===== src/rtl/hwmon_stat_pkg.sv =====
package hwmon_stat_pkg;
  localparam int STAT_W     = 8;
  localparam int N_FAN      = 4;
  localparam int N_DIODE    = 2;
  localparam int BIT_V12    = 0;
  localparam int BIT_RSV    = 1;
  localparam int BIT_FAN0   = 2;
  localparam int BIT_DIODE0 = BIT_FAN0 + N_FAN;
endpackage


===== src/rtl/hwmon_evt_detect.sv =====
module hwmon_evt_detect
  import hwmon_stat_pkg::*;
#(
  parameter int VOLT_W = 8,
  parameter int TACH_W = 16
) (
  input  logic [VOLT_W-1:0]       v12_rd,
  input  logic [VOLT_W-1:0]       v12_lo,
  input  logic [VOLT_W-1:0]       v12_hi,
  input  logic [N_FAN*TACH_W-1:0] tach_rd,
  input  logic [N_FAN*TACH_W-1:0] tach_min,
  input  logic [N_DIODE-1:0]      diode_en,
  input  logic [N_DIODE-1:0]      diode_fault,
  output logic [STAT_W-1:0]       evt_cond
);
  function automatic logic window_viol(input logic [VOLT_W-1:0] r,
                                       input logic [VOLT_W-1:0] lo,
                                       input logic [VOLT_W-1:0] hi);
    return (r <= lo) || (r > hi);
  endfunction

  function automatic logic tach_over(input logic [TACH_W-1:0] r,
                                     input logic [TACH_W-1:0] m);
    return r > m;
  endfunction

  assign evt_cond[BIT_V12] = window_viol(v12_rd, v12_lo, v12_hi);
  assign evt_cond[BIT_RSV] = 1'b0;

  for (genvar f = 0; f < N_FAN; f++) begin : g_fan
    assign evt_cond[BIT_FAN0+f] =
      tach_over(tach_rd[f*TACH_W +: TACH_W], tach_min[f*TACH_W +: TACH_W]);
  end

  for (genvar d = 0; d < N_DIODE; d++) begin : g_diode
    assign evt_cond[BIT_DIODE0+d] = diode_en[d] & diode_fault[d];
  end
endmodule


===== src/rtl/hwmon_sticky_bit.sv =====
module hwmon_sticky_bit (
  input  logic clk,
  input  logic rst_n,
  input  logic en,
  input  logic cond,
  input  logic rd_clr,
  output logic q
);
  logic q_nxt;

  always_comb begin
    if (!en)         q_nxt = 1'b0;
    else if (cond)   q_nxt = 1'b1;
    else if (rd_clr) q_nxt = 1'b0;
    else             q_nxt = q;
  end

  always_ff @(posedge clk or negedge rst_n) begin
    if (!rst_n) q <= 1'b0;
    else        q <= q_nxt;
  end
endmodule


===== src/rtl/hwmon_diode_override.sv =====
module hwmon_diode_override #(
  parameter int TEMP_W = 8
) (
  input  logic              clk,
  input  logic              rst_n,
  input  logic              start,
  input  logic              en,
  input  logic              fault,
  input  logic [TEMP_W-1:0] raw,
  input  logic [TEMP_W-1:0] lim,
  input  logic              zone_rd,
  output logic [TEMP_W-1:0] temp_eff,
  output logic              zone_cond,
  output logic              zone_q
);
  localparam logic [TEMP_W-1:0] FORCED_VAL = {1'b1, {(TEMP_W-1){1'b0}}};

  logic forced;

  function automatic logic [TEMP_W-1:0] pick_reading(input logic f,
                                                     input logic [TEMP_W-1:0] r);
    return f ? FORCED_VAL : r;
  endfunction

  assign forced    = start & en & fault;
  assign temp_eff  = pick_reading(forced, raw);
  assign zone_cond = en & (forced | (raw > lim));

  hwmon_sticky_bit u_zone (
    .clk   (clk),
    .rst_n (rst_n),
    .en    (en),
    .cond  (zone_cond),
    .rd_clr(zone_rd),
    .q     (zone_q)
  );
endmodule


===== src/rtl/hwmon_evt_status.sv =====
module hwmon_evt_status
  import hwmon_stat_pkg::*;
#(
  parameter int VOLT_W = 8,
  parameter int TACH_W = 16,
  parameter int TEMP_W = 8
) (
  input  logic                      clk,
  input  logic                      rst_n,
  input  logic [VOLT_W-1:0]         v12_rd,
  input  logic [VOLT_W-1:0]         v12_lo,
  input  logic [VOLT_W-1:0]         v12_hi,
  input  logic [N_FAN*TACH_W-1:0]   tach_rd,
  input  logic [N_FAN*TACH_W-1:0]   tach_min,
  input  logic [N_DIODE-1:0]        diode_en,
  input  logic [N_DIODE-1:0]        diode_fault,
  input  logic                      monitor_start,
  input  logic [N_DIODE*TEMP_W-1:0] temp_raw,
  input  logic [N_DIODE*TEMP_W-1:0] zone_lim,
  input  logic                      zone_rd_stb,
  input  logic                      peer_any,
  input  logic                      rd_stb,
  input  logic                      wr_stb,
  input  logic [STAT_W-1:0]         wr_data,
  output logic [STAT_W-1:0]         stat_value,
  output logic                      any_event,
  output logic [N_DIODE*TEMP_W-1:0] temp_out,
  output logic [N_DIODE-1:0]        zone_flag
);
  logic [STAT_W-1:0]  evt_cond;
  logic [STAT_W-1:0]  status_q;
  logic [N_DIODE-1:0] zone_cond;

  hwmon_evt_detect #(.VOLT_W(VOLT_W), .TACH_W(TACH_W)) u_detect (
    .v12_rd     (v12_rd),
    .v12_lo     (v12_lo),
    .v12_hi     (v12_hi),
    .tach_rd    (tach_rd),
    .tach_min   (tach_min),
    .diode_en   (diode_en),
    .diode_fault(diode_fault),
    .evt_cond   (evt_cond)
  );

  for (genvar b = 0; b < STAT_W; b++) begin : g_bit
    if (b == BIT_RSV) begin : g_rsv
      assign status_q[b] = 1'b0;
    end else if (b >= BIT_DIODE0) begin : g_dio
      hwmon_sticky_bit u_bit (
        .clk(clk), .rst_n(rst_n), .en(diode_en[b-BIT_DIODE0]),
        .cond(evt_cond[b]), .rd_clr(rd_stb), .q(status_q[b])
      );
    end else begin : g_evt
      hwmon_sticky_bit u_bit (
        .clk(clk), .rst_n(rst_n), .en(1'b1),
        .cond(evt_cond[b]), .rd_clr(rd_stb), .q(status_q[b])
      );
    end
  end

  for (genvar d = 0; d < N_DIODE; d++) begin : g_ovr
    hwmon_diode_override #(.TEMP_W(TEMP_W)) u_ovr (
      .clk      (clk),
      .rst_n    (rst_n),
      .start    (monitor_start),
      .en       (diode_en[d]),
      .fault    (diode_fault[d]),
      .raw      (temp_raw[d*TEMP_W +: TEMP_W]),
      .lim      (zone_lim[d*TEMP_W +: TEMP_W]),
      .zone_rd  (zone_rd_stb),
      .temp_eff (temp_out[d*TEMP_W +: TEMP_W]),
      .zone_cond(zone_cond[d]),
      .zone_q   (zone_flag[d])
    );
  end

  assign stat_value = status_q;
  assign any_event  = (|status_q) | peer_any;
endmodule


===== config.mk =====
export PLATFORM = sky130hd
export DESIGN_NAME = hwmon_evt_status
export DESIGN_NICKNAME = d
export VERILOG_FILES = /design/src/rtl/hwmon_stat_pkg.sv /design/src/rtl/hwmon_evt_detect.sv /design/src/rtl/hwmon_sticky_bit.sv /design/src/rtl/hwmon_diode_override.sv /design/src/rtl/hwmon_evt_status.sv
export SDC_FILE = /design/constraint.sdc
export NUM_CORES = 1
export LEC_CHECK = 0
export ABC_AREA = 1
export BUFFER_PORTS_ARGS = -buffer_cell sky130_fd_sc_hd__clkbuf_2
export CAP_MARGIN = 20
export CORE_MARGIN = 2
export CORE_UTILIZATION = 39
export CTS_BUF_LIST = sky130_fd_sc_hd__clkbuf_4 sky130_fd_sc_hd__clkbuf_8
export CTS_CLUSTER_DIAMETER = 120
export DETAILED_ROUTE_END_ITERATION = 10
export GPL_TIMING_DRIVEN = 0
export PLACE_DENSITY = 0.81
export SETUP_SLACK_MARGIN = 0.4
export SYNTH_ARGS = -nofsm -noshare
export SYNTH_HDL_FRONTEND = slang
export SYNTH_SLANG_ARGS = --single-unit

===== constraint.sdc =====
create_clock -name clk -period 0.8 [get_ports clk]
set_input_delay 0.04 -clock clk [delete_from_list [all_inputs] [get_ports clk]]
set_output_delay 0.04 -clock clk [all_outputs]
set_load 0.02 [all_outputs]

==> results by group, run 1 <==
GRT
  • Initial antenna violation count: 0
  • Met3 GRT Util: under 10%
  • Pin count of the biggest net entering global routing: 10
  • First-pass GRT wire length: approximately 18,000 um
  • GRT met2 Usage: a little over half
  • GR Util met1: between 20% and 30%
  • Vias in the first global route: about 4,300
  • GRT Util Overall: 25.1%
  • GR Overflow Total: 0
  • GR peak layer: met2

Setup path
  • CP Cell Sequence: nor4_2 -> nand2_1 -> clkbuf_8
  • Worst r2r src: g_bit[0].g_evt.u_bit.q
  • Crit path kind: reg2out
  • Critical path data required time: about 760 ps
  • Worst R2R Setup Slack: -130 ps
  • Crit path arrival time: 1250 ps
  • Worst-path maximum fanout: 2
  • Max incr delay on CP: approximately 400 ps
  • Critical Path Start Type: flip-flop
  • Critical R2R Capture: g_bit[0].g_evt.u_bit.q
  • Worst r2r path cells: 5
  • Setup crit end kind: output port
  • Crit-path slowest cell: dfrtp_1
  • Worst Setup SP: g_bit[2].g_evt.u_bit.q

Flow run
  • Maxcap violations: 0

Final layout
  • Antenna diodes: 0
  • Commonest non-fill, non-tap cell in the layout: clkbuf_2
  • Area grow syn2layout: 99.4%
  • Nets: between 1,000 and 1,500
  • Commonest cells after routing, fill and taps aside: clkbuf_2, nand2_1, inv_1
  • Final core utilization: ~80%
  • Non-Filler Instances: around 840
  • Layout cells sized above 1: approximately 62%

STA
  • Fmax achieved: between 0.7 and 0.8 GHz
  • Min Tclk post-route: approximately 1300 ps
  • Tcrit/Tclk final: 162%
  • Worst hold slack: -336 ps
  • Final hold vios: 9
  • Final WS setup: -492 ps
  • RSZ-0062 raised after global routing: yes
  • Clock skew: 0 ps
  • Setup Viol. Count Final: 18
  • Final Max Slew Viols: 0

Clocking
  • H-tree depth: 1
  • Num CTS Buffers: 3
  • Worst-Skew Late Latency: 220 ps
  • Longest Clk Path Bufs: 2
  • Clock-pin slew on the worst setup and hold paths: approximately 50 ps
  • Clk sinks: 9
  • Root Driver: clkbuf_8
  • CTS tree: yes

Floorplan
  • Die height: approximately 94 um
  • Chip width: between 90 and 100 um
  • Total core area: about 8000 sq um
  • Die area: around 9000 sq um
  • Num rows: 32
  • Ports: between 200 and 250
  • Initial Utilization: roughly 40%

Synth
  • Yosys reg bits: 9
  • Syn Inst Count: 495
  • Post-synthesis compound-gate area fraction: 10.4%
  • Post-synthesis mux area share: 0%
  • Synth Area in XOR/XNOR: 0%
  • Synth Area per Inst: between 6 and 7 sq um
  • Simple-gate portion of the synthesized area: 24.9%
  • Post-Synth Adder-Cell Area: around two fifths
  • Netlist cell types: 22
  • Main combinational cell family by area after synthesis: adder cells
  • Sequential share of the synthesized area: under 10%
  • Syn Nets: approximately 790
  • Ys Warns: 0
  • Post-synthesis cell area: between 3000 and 4000 sq um

Detailed routing
  • DR iter-0 viols: 95
  • Post-route ant nets: 0
  • Wirelength per Cell: around 16 um
  • Post-route DRC: 0
  • Detailed Routing Iterations Pass 1: 5
  • Post-Route WL: between 10,000 and 15,000 um
  • Vias per cell: 5.10
  • DR vias: ~4,300

Power
  • Peak VDD IR: around 640 uV
  • Leakage: 0.00337 uW
  • Power per cell area: roughly 760 nW/um^2

Place
  • Place WS: -431 ps
  • Cells after DPL: between 800 and 900
  • Port-buffer cells: 219
  • GP Congestion: approximately 0.79
  • DP HPWL: 8890 um

Outcome
  • Status: finished, violations left
  • Violated checks: hold timing, setup timing

Worst hold path
  • Worst Hold Class: in2async
==> synth_stat cells (all sizes together) <==
cell type	count	area share, %
o21bai	2	0.48
nor2	26	3.6
nand4	7	1.4
o21ai	9	1.4
ha	96	38
nor4	2	0.40
nand3	14	2.6
a21o	4	0.96
a21boi	2	0.72
inv	139	17
a21oi	38	6.1
dfrtp	9	7.2
nand2	129	16
buf	10	2.4
o21a	3	0.72
conb	1	0.12
nor3	4	1.3
==> how the worst max path moves through the flow <==
stage	end	slack [ps]
after floorplan	g_bit[3].g_evt.u_bit.q	-90
after global placement	g_bit[3].g_evt.u_bit.q	-420
after detailed placement	g_bit[3].g_evt.u_bit.q	-430
after CTS	any_event	-450
after global routing	any_event	-560
final	any_event	-490
==> sequential cells by signal (all words and copies together), names as in the netlist <==
name,flops
g_bit.g_evt.u_bit.q,5
g_bit.g_dio.u_bit.q,2
g_ovr.u_ovr.u_zone.q,2
==> cell type report <==
| class | instances | area, sq um |
|---|---|---|
| buffer | 10 | 109 |
| clock buffer | 4 | 48.8 |
| fill | 437 | 1520 |
| inverter | 139 | 644 |
| multi-input combinational | 338 | 3370 |
| sequential | 9 | 225 |
| tap | 102 | 128 |
| timing repair buffer | 234 | 1710 |
==> per-layer routing <==
layer	part of all wire (%)	vias up	routed length (um)
li1	-	2016	-
met1	32	1910	4410
met2	53	254	7240
met3	8.7	80	1190
met4	6.1	0	838
met5	0	-	0
==> power breakdown <==
group	switching (uW)	internal, uW	total (uW)
clock network	172	381	553
logic	1780	1860	3640
registers	55.8	511	566
total	2000	2750	4760
==> what timing repair did <==
action | CTS | global route
resized for setup | 109 | 109
gates cloned | 1 | 0
endpoints found under the hold margin | 9 | 9
buffers inserted | 6 | 9
pin swaps | 48 | 49
endpoints found under the setup margin | 35 | 35
==> critical path: cells and delay by family (launching register included) <==
family,cells,cell delay (ps)
and+or+nand+nor,2,450
DFF,1,400
buffers and inverters,1,190
==> cell families after synthesis <==
family / count (synthesis)
other cells: 1
fa+ha+maj: 96
buf+inv: 149
simple gates: 182
flops: 9
compound gates: 58
==> metrics by stage <==
stage	TNS [ps]	power [uW]	area [sq um]	hold slack, ps
3_3_place_gp	-2590	3110	5200	-96.5
5_1_grt	-3610	5130	6240	-332
4_1_cts	-2250	4210	5820	-344
6_report	-2870	4760	6240	-336
3_5_place_dp	-2780	3240	5200	-97.8
2_1_floorplan	-531	2170	3980	-256
Power figures use the tool's default switching activity.
==> run 2: changes to the inputs <==
CORE_UTILIZATION = 43   (was 39)
PLACE_DENSITY = 0.85   (was 0.81)
clock period = 1.4 ns   (was 0.8 ns; I/O delays follow)
==> run 2 against run 1 <==
Critical path type unchanged. Sequential cell count unchanged. Combinational power is 65% lower. Non-clock buffer count shrank 11. First-iteration DRC count shrank 55%. The flow now finishes without violations. Register-to-register slack improved by 570 ps. Final cell count shrank 1.8%. Largest cell class unchanged.
==> results by group, run 2 (synthesis results as in run 1) <==
Floorplan
  • Ports: 230
  • Initial Utilization: between 40% and 50%
  • Total core area: between 7000 and 8000 sq um
  • Die area: approximately 8000 sq um
  • Die height: 89.3 um
  • Num rows: 31
  • Chip width: between 80 and 90 um

Setup path
  • Critical path data required time: between 1000 and 1500 ps
  • Crit-path slowest cell: dfrtp_1
  • Worst r2r path cells: 5
  • Crit path kind: reg2out
  • Worst R2R Setup Slack: between 400 and 500 ps
  • CP Cell Sequence: nor4_2 -> nand2_1 -> clkbuf_4
  • Crit path arrival time: roughly 1200 ps
  • Worst r2r src: g_bit[0].g_evt.u_bit.q
  • Setup crit end kind: output port
  • Worst-path maximum fanout: 3
  • Critical Path Start Type: flip-flop
  • Critical R2R Capture: g_bit[0].g_evt.u_bit.q
  • Max incr delay on CP: roughly 420 ps

Final layout
  • Largest register FFs: 5
  • Nets: 1,022
  • Commonest cells after routing, fill and taps aside: clkbuf_2, inv_1, nand2_1
  • Non-Filler Instances: about 820
  • # fillers: between 600 and 700
  • Area of the multi-input gates: 2340 sq um
  • Antenna diodes: 0
  • FF+latch area: 226 sq um
  • Largest Register: g_bit.g_evt.u_bit.q
  • Commonest non-fill, non-tap cell in the layout: clkbuf_2
  • Largest regs: g_bit.g_evt.u_bit.q: 5 flops, g_bit.g_dio.u_bit.q: 2 flops, g_ovr.u_ovr.u_zone.q: 2 flops
  • Layout cells sized above 1: approximately 35%
  • Area grow syn2layout: 44.1%

Worst hold path
  • Worst Hold Depth: 3
  • Hold_sp: diode_fault[0]
  • Hold EP: g_bit[6].g_dio.u_bit.q
  • Worst Hold Class: in2reg

Detailed routing
  • Vias per cell: 4.52
  • DR iter-0 viols: 43
  • Post-route DRC: 0
  • Post-Route WL: about 8700 um
  • DR vias: 3,710
  • Post-route ant nets: 0
  • Detailed Routing Iterations Pass 1: 4
  • Wirelength per Cell: roughly 11 um

STA
  • Worst hold slack: 83.3 ps
  • Final hold vios: 0
  • Tcrit/Tclk final: roughly nine tenths
  • RSZ-0062 raised after global routing: yes
  • Fmax achieved: ~0.79 GHz
  • Final Max Slew Viols: 0
  • Setup Viol. Count Final: 0
  • Clock skew: 0 ps
  • Setup TNS: 0 ps
  • Min Tclk post-route: around 1300 ps

Power
  • Power per cell area: 425 nW/um^2
  • Net Sw Power: about 780 uW
  • Leakage: approximately 0.0031 uW
  • Switching share of power: between 40% and 50%
  • Seq pwr share: 17.1%
  • Comb pwr share: ~67%
  • Peak VDD IR: around 310 uV
  • Total power: around 1900 uW
  • Clk pwr share: roughly 16%
  • Internal: roughly 1100 uW

Clocking
  • CTS tree: yes
  • Clock-pin slew on the worst setup and hold paths: approximately 40 ps
  • Worst-Skew Late Latency: between 200 and 250 ps
  • Num CTS Buffers: 3
  • Root Driver: clkbuf_8
  • Clk sinks: 9
  • Longest Clk Path Bufs: 2
  • H-tree depth: 1

Place
  • DP HPWL: 8070 um
  • GP Congestion: ~0.8
  • Cells after DPL: a little over 800
  • Port-buffer cells: about 220

Flow run
  • Maxcap violations: 0

GRT
  • Initial antenna violation count: 0
  • Pin count of the biggest net entering global routing: 10
  • First-pass GRT wire length: 13,300 um
  • Vias in the first global route: 3,589
  • GRT Util Overall: approximately 21%
  • GR Overflow Total: 0

Outcome
  • Status: completed
-- run 2: changes by cell type in the layout (fill, tap and decap cells not counted), sizes merged --
cell	before	now
buf	64	18
clkbuf	184	218
dlygate4sd3	0	1
nand3	15	14
-- run 2: power by group through the flow --
stage / Sequential [uW] / Clock (uW) / Combinational (uW)
floorplan: 313 / 0 / 729
CTS: 318 / 333 / 1250
detailed placement: 321 / 0 / 1220
global placement: 321 / 0 / 1170
finish: 328 / 311 / 1280
global route: 332 / 349 / 1470
-- run 2: worst max path at each step --
| stage | from | endpoint | cells after the start |
|---|---|---|---|
| after floorplan | tach_min[7] | g_bit[2].g_evt.u_bit.q | 9 |
| after global placement | tach_min[21] | g_bit[3].g_evt.u_bit.q | 11 |
| after detailed placement | tach_min[37] | g_bit[4].g_evt.u_bit.q | 11 |
| after CTS | g_bit[0].g_evt.u_bit.q | any_event | 3 |
| after global routing | g_bit[6].g_dio.u_bit.q | any_event | 3 |
| final | g_bit[6].g_dio.u_bit.q | any_event | 3 |
-- run 2: worst max-delay path, delay by kind of cell, from the launching register on --
family,cells,cell delay (ps)
DFF,1,420
buffers and inverters,1,170
and+or+nand+nor,2,380
-- run 2: stage by stage --
step / instance area, sq um / utilization [%] / setup slack (ps)
after floorplan: 3130 / - / 444
after global placement: 4350 / 61.0 / 282
after detailed placement: 4350 / 61.0 / 243
after CTS: 4440 / 62.2 / 106
after global routing: 4510 / 63.2 / 59.4
final: 4510 / 63.2 / 129
-- run 2: area by class of cell --
cell class | instances | area share (%)
Multi-Input combinational cell | 337 | 51.9
Timing Repair Buffer | 223 | 25.8
Inverter | 139 | 11.6
Sequential cell | 9 | 5.02
Tap cell | 99 | 2.75
Buffer | 10 | 1.91
Clock buffer | 4 | 1.08
-- run 2: what timing repair did --
| action | 4_1_cts | 5_1_grt |
|---|---|---|
| hold buffers | 1 | 0 |
| hold endpoints to repair | 9 | 0 |
| endpoints found under the setup margin | 5 | 11 |
| pin swaps | 1 | 1 |
| gates resized for setup | 4 | 23 |
| setup buffers | 2 | 1 |
-- run 2: routing by layer --
metal / vias up / part of all wire [%] / track usage, %
met5: - / 0 / 0
met3: 20 / 7.4 / 4.25
met4: 0 / 2.5 / 7.60
met1: 1551 / 37 / 19.3
met2: 156 / 53 / 42.5
li1: 1983 / - / -
==> run 3: changes to the inputs <==
CORE_AREA = 2 2 89 91   (was default)
CORE_MARGIN = default   (was 2)
CORE_UTILIZATION = default   (was 43)
DIE_AREA = 0 0 91 93   (was default)
PLACE_DENSITY = 0.83   (was 0.85)
==> run 3 against run 2 <==
Non-clock buffer count fell by 2. Via count rose by 1.9%. Setup slack improved by 20 ps. Critical path type unchanged. Core utilization fell by 2.4 points. Power rose by 1.5%.
==> results by group, run 3 (synthesis results as in run 1) <==
Place
  • Port-buffer cells: roughly 220
  • DP HPWL: 8130 um
  • Place WS: 228 ps
  • GP Congestion: a little under 0.9
  • Cells after DPL: approximately 800

Detailed routing
  • Post-route DRC: 0
  • Wirelength per Cell: about 11 um
  • Post-route ant nets: 0
  • Post-Route WL: approximately 9000 um
  • DR vias: about 3,800
  • Detailed Routing Iterations Pass 1: 4
  • Vias per cell: approximately 4.6
  • DR iter-0 viols: 58

Final layout
  • Commonest cells after routing, fill and taps aside: clkbuf_2, inv_1, nand2_1
  • Nets: between 1,000 and 1,500
  • Non-Filler Instances: around 820
  • Largest regs: g_bit.g_evt.u_bit.q: 5 flops, g_bit.g_dio.u_bit.q: 2 flops, g_ovr.u_ovr.u_zone.q: 2 flops
  • # fillers: slightly below 700
  • Largest register FFs: 5
  • Antenna diodes: 0
  • Layout cells sized above 1: a little under two fifths
  • Final core utilization: around three fifths
  • Largest Register: g_bit.g_evt.u_bit.q
  • Commonest non-fill, non-tap cell in the layout: clkbuf_2
  • Area grow syn2layout: 46.1%

Power
  • Seq pwr share: between 15 and 20%
  • Peak VDD IR: between 200 and 250 uV
  • Clk pwr share: about 16%
  • Power per cell area: ~430 nW/um^2
  • Leakage: 0.00312 uW
  • Internal: 1140 uW
  • Net Sw Power: about 800 uW
  • Switching share of power: between 40 and 50%
  • Comb pwr share: about two thirds

GRT
  • Pin count of the biggest net entering global routing: 10
  • Vias in the first global route: 3,731
  • Initial antenna violation count: 0
  • First-pass GRT wire length: approximately 15,000 um
  • GRT Util Overall: 20.1%
  • GR Overflow Total: 0

Floorplan
  • Die height: between 90 and 100 um
  • Ports: between 200 and 250
  • Num rows: 32
  • Chip width: 91 um
  • Total core area: about 7500 sq um
  • Initial Utilization: between 40% and 50%
  • Die area: about 8500 sq um

Setup path
  • Max incr delay on CP: approximately 410 ps
  • Worst-path maximum fanout: 3
  • Critical path data required time: about 1300 ps
  • Crit path kind: reg2out
  • Critical Path Start Type: flip-flop
  • Worst R2R Setup Slack: between 400 and 500 ps
  • CP Cell Sequence: nor4_2 -> nand2_1 -> clkbuf_8
  • Crit path arrival time: approximately 1200 ps
  • Setup crit end kind: output port
  • Crit-path slowest cell: dfrtp_1

Clocking
  • Worst-Skew Late Latency: roughly 230 ps
  • Root Driver: clkbuf_8
  • Num CTS Buffers: 3
  • CTS tree: yes
  • Clk sinks: 9
  • H-tree depth: 1
  • Longest Clk Path Bufs: 2
  • Clock-pin slew on the worst setup and hold paths: ~50 ps

STA
  • Fmax achieved: approximately 0.8 GHz
  • Final Max Slew Viols: 0
  • Tcrit/Tclk final: between 80% and 90%
  • Setup TNS: 0 ps
  • Clock skew: 0 ps
  • RSZ-0062 raised after global routing: yes
  • Final hold vios: 0
  • Min Tclk post-route: between 1000 and 1500 ps
  • Setup Viol. Count Final: 0
  • Worst hold slack: ~80 ps
  • Final WS setup: around 150 ps

Worst hold path
  • Worst Hold Class: in2reg

Outcome
  • Status: completed

Flow run
  • Maxcap violations: 0
run 3: stage by stage:
step / total power (uW) / area, sq um
after floorplan: 1040 / 3130
after global placement: 1490 / 4350
after detailed placement: 1560 / 4350
after CTS: 1900 / 4430
after global routing: 2160 / 4570
final: 1950 / 4570
run 3: worst max-delay path: cells and delay by family (launching register included):
kind	cells	cell delay, ps
DFF	1	410
and+or+nand+nor	2	380
buffers and inverters	1	160
run 3: final timing paths:
check	from	endpoint	cells after the start
setup / recovery	g_bit[2].g_evt.u_bit.q	any_event	3
hold / removal	diode_fault[1]	g_bit[7].g_dio.u_bit.q	3
setup reg to reg	g_bit[0].g_evt.u_bit.q	g_bit[0].g_evt.u_bit.q	5
hold reg to reg	g_bit[3].g_evt.u_bit.q	g_bit[3].g_evt.u_bit.q	2
max in group asynchronous	rst_n	g_bit[5].g_evt.u_bit.q	2
min in group asynchronous	rst_n	g_ovr[1].u_ovr.u_zone.q	2
run 3: repair_timing:
action,CTS,global route
pin swaps,2,12
endpoints found under the hold margin,9,0
resized for setup,4,31
endpoints found under the setup margin,3,12
setup buffers,0,1
hold buffers,1,0
run 3: final cells by class:
cell class,instances,area (sq um),area share [%]
flip-flops and latches,9,226,4.95
clock buffers,4,48.8,1.07
multi-input cells,337,2430,53.1
inverters,139,522,11.4
repair buffers,221,1140,24.9
well taps,102,128,2.79
plain buffers,10,78.8,1.72
run 3: power groups by stage:
stage / Sequential [uW] / Combinational, uW / Clock [uW]
4_1_cts: 323 / 1240 / 333
2_1_floorplan: 313 / 729 / 0
3_3_place_gp: 322 / 1170 / 0
6_report: 324 / 1300 / 317
5_1_grt: 328 / 1490 / 345
3_5_place_dp: 322 / 1230 / 0
run 3: layer usage:
| metal | wire, um | up-vias | GRT usage (%) | share of wire, % |
|---|---|---|---|---|
| li1 | - | 1982 | - | - |
| met1 | 3260 | 1630 | 20.0 | 37 |
| met2 | 4900 | 150 | 42.5 | 55 |
| met3 | 578 | 18 | 3.22 | 6.5 |
| met4 | 159 | 0 | 4.92 | 1.8 |
| met5 | 0 | - | 0 | 0 |
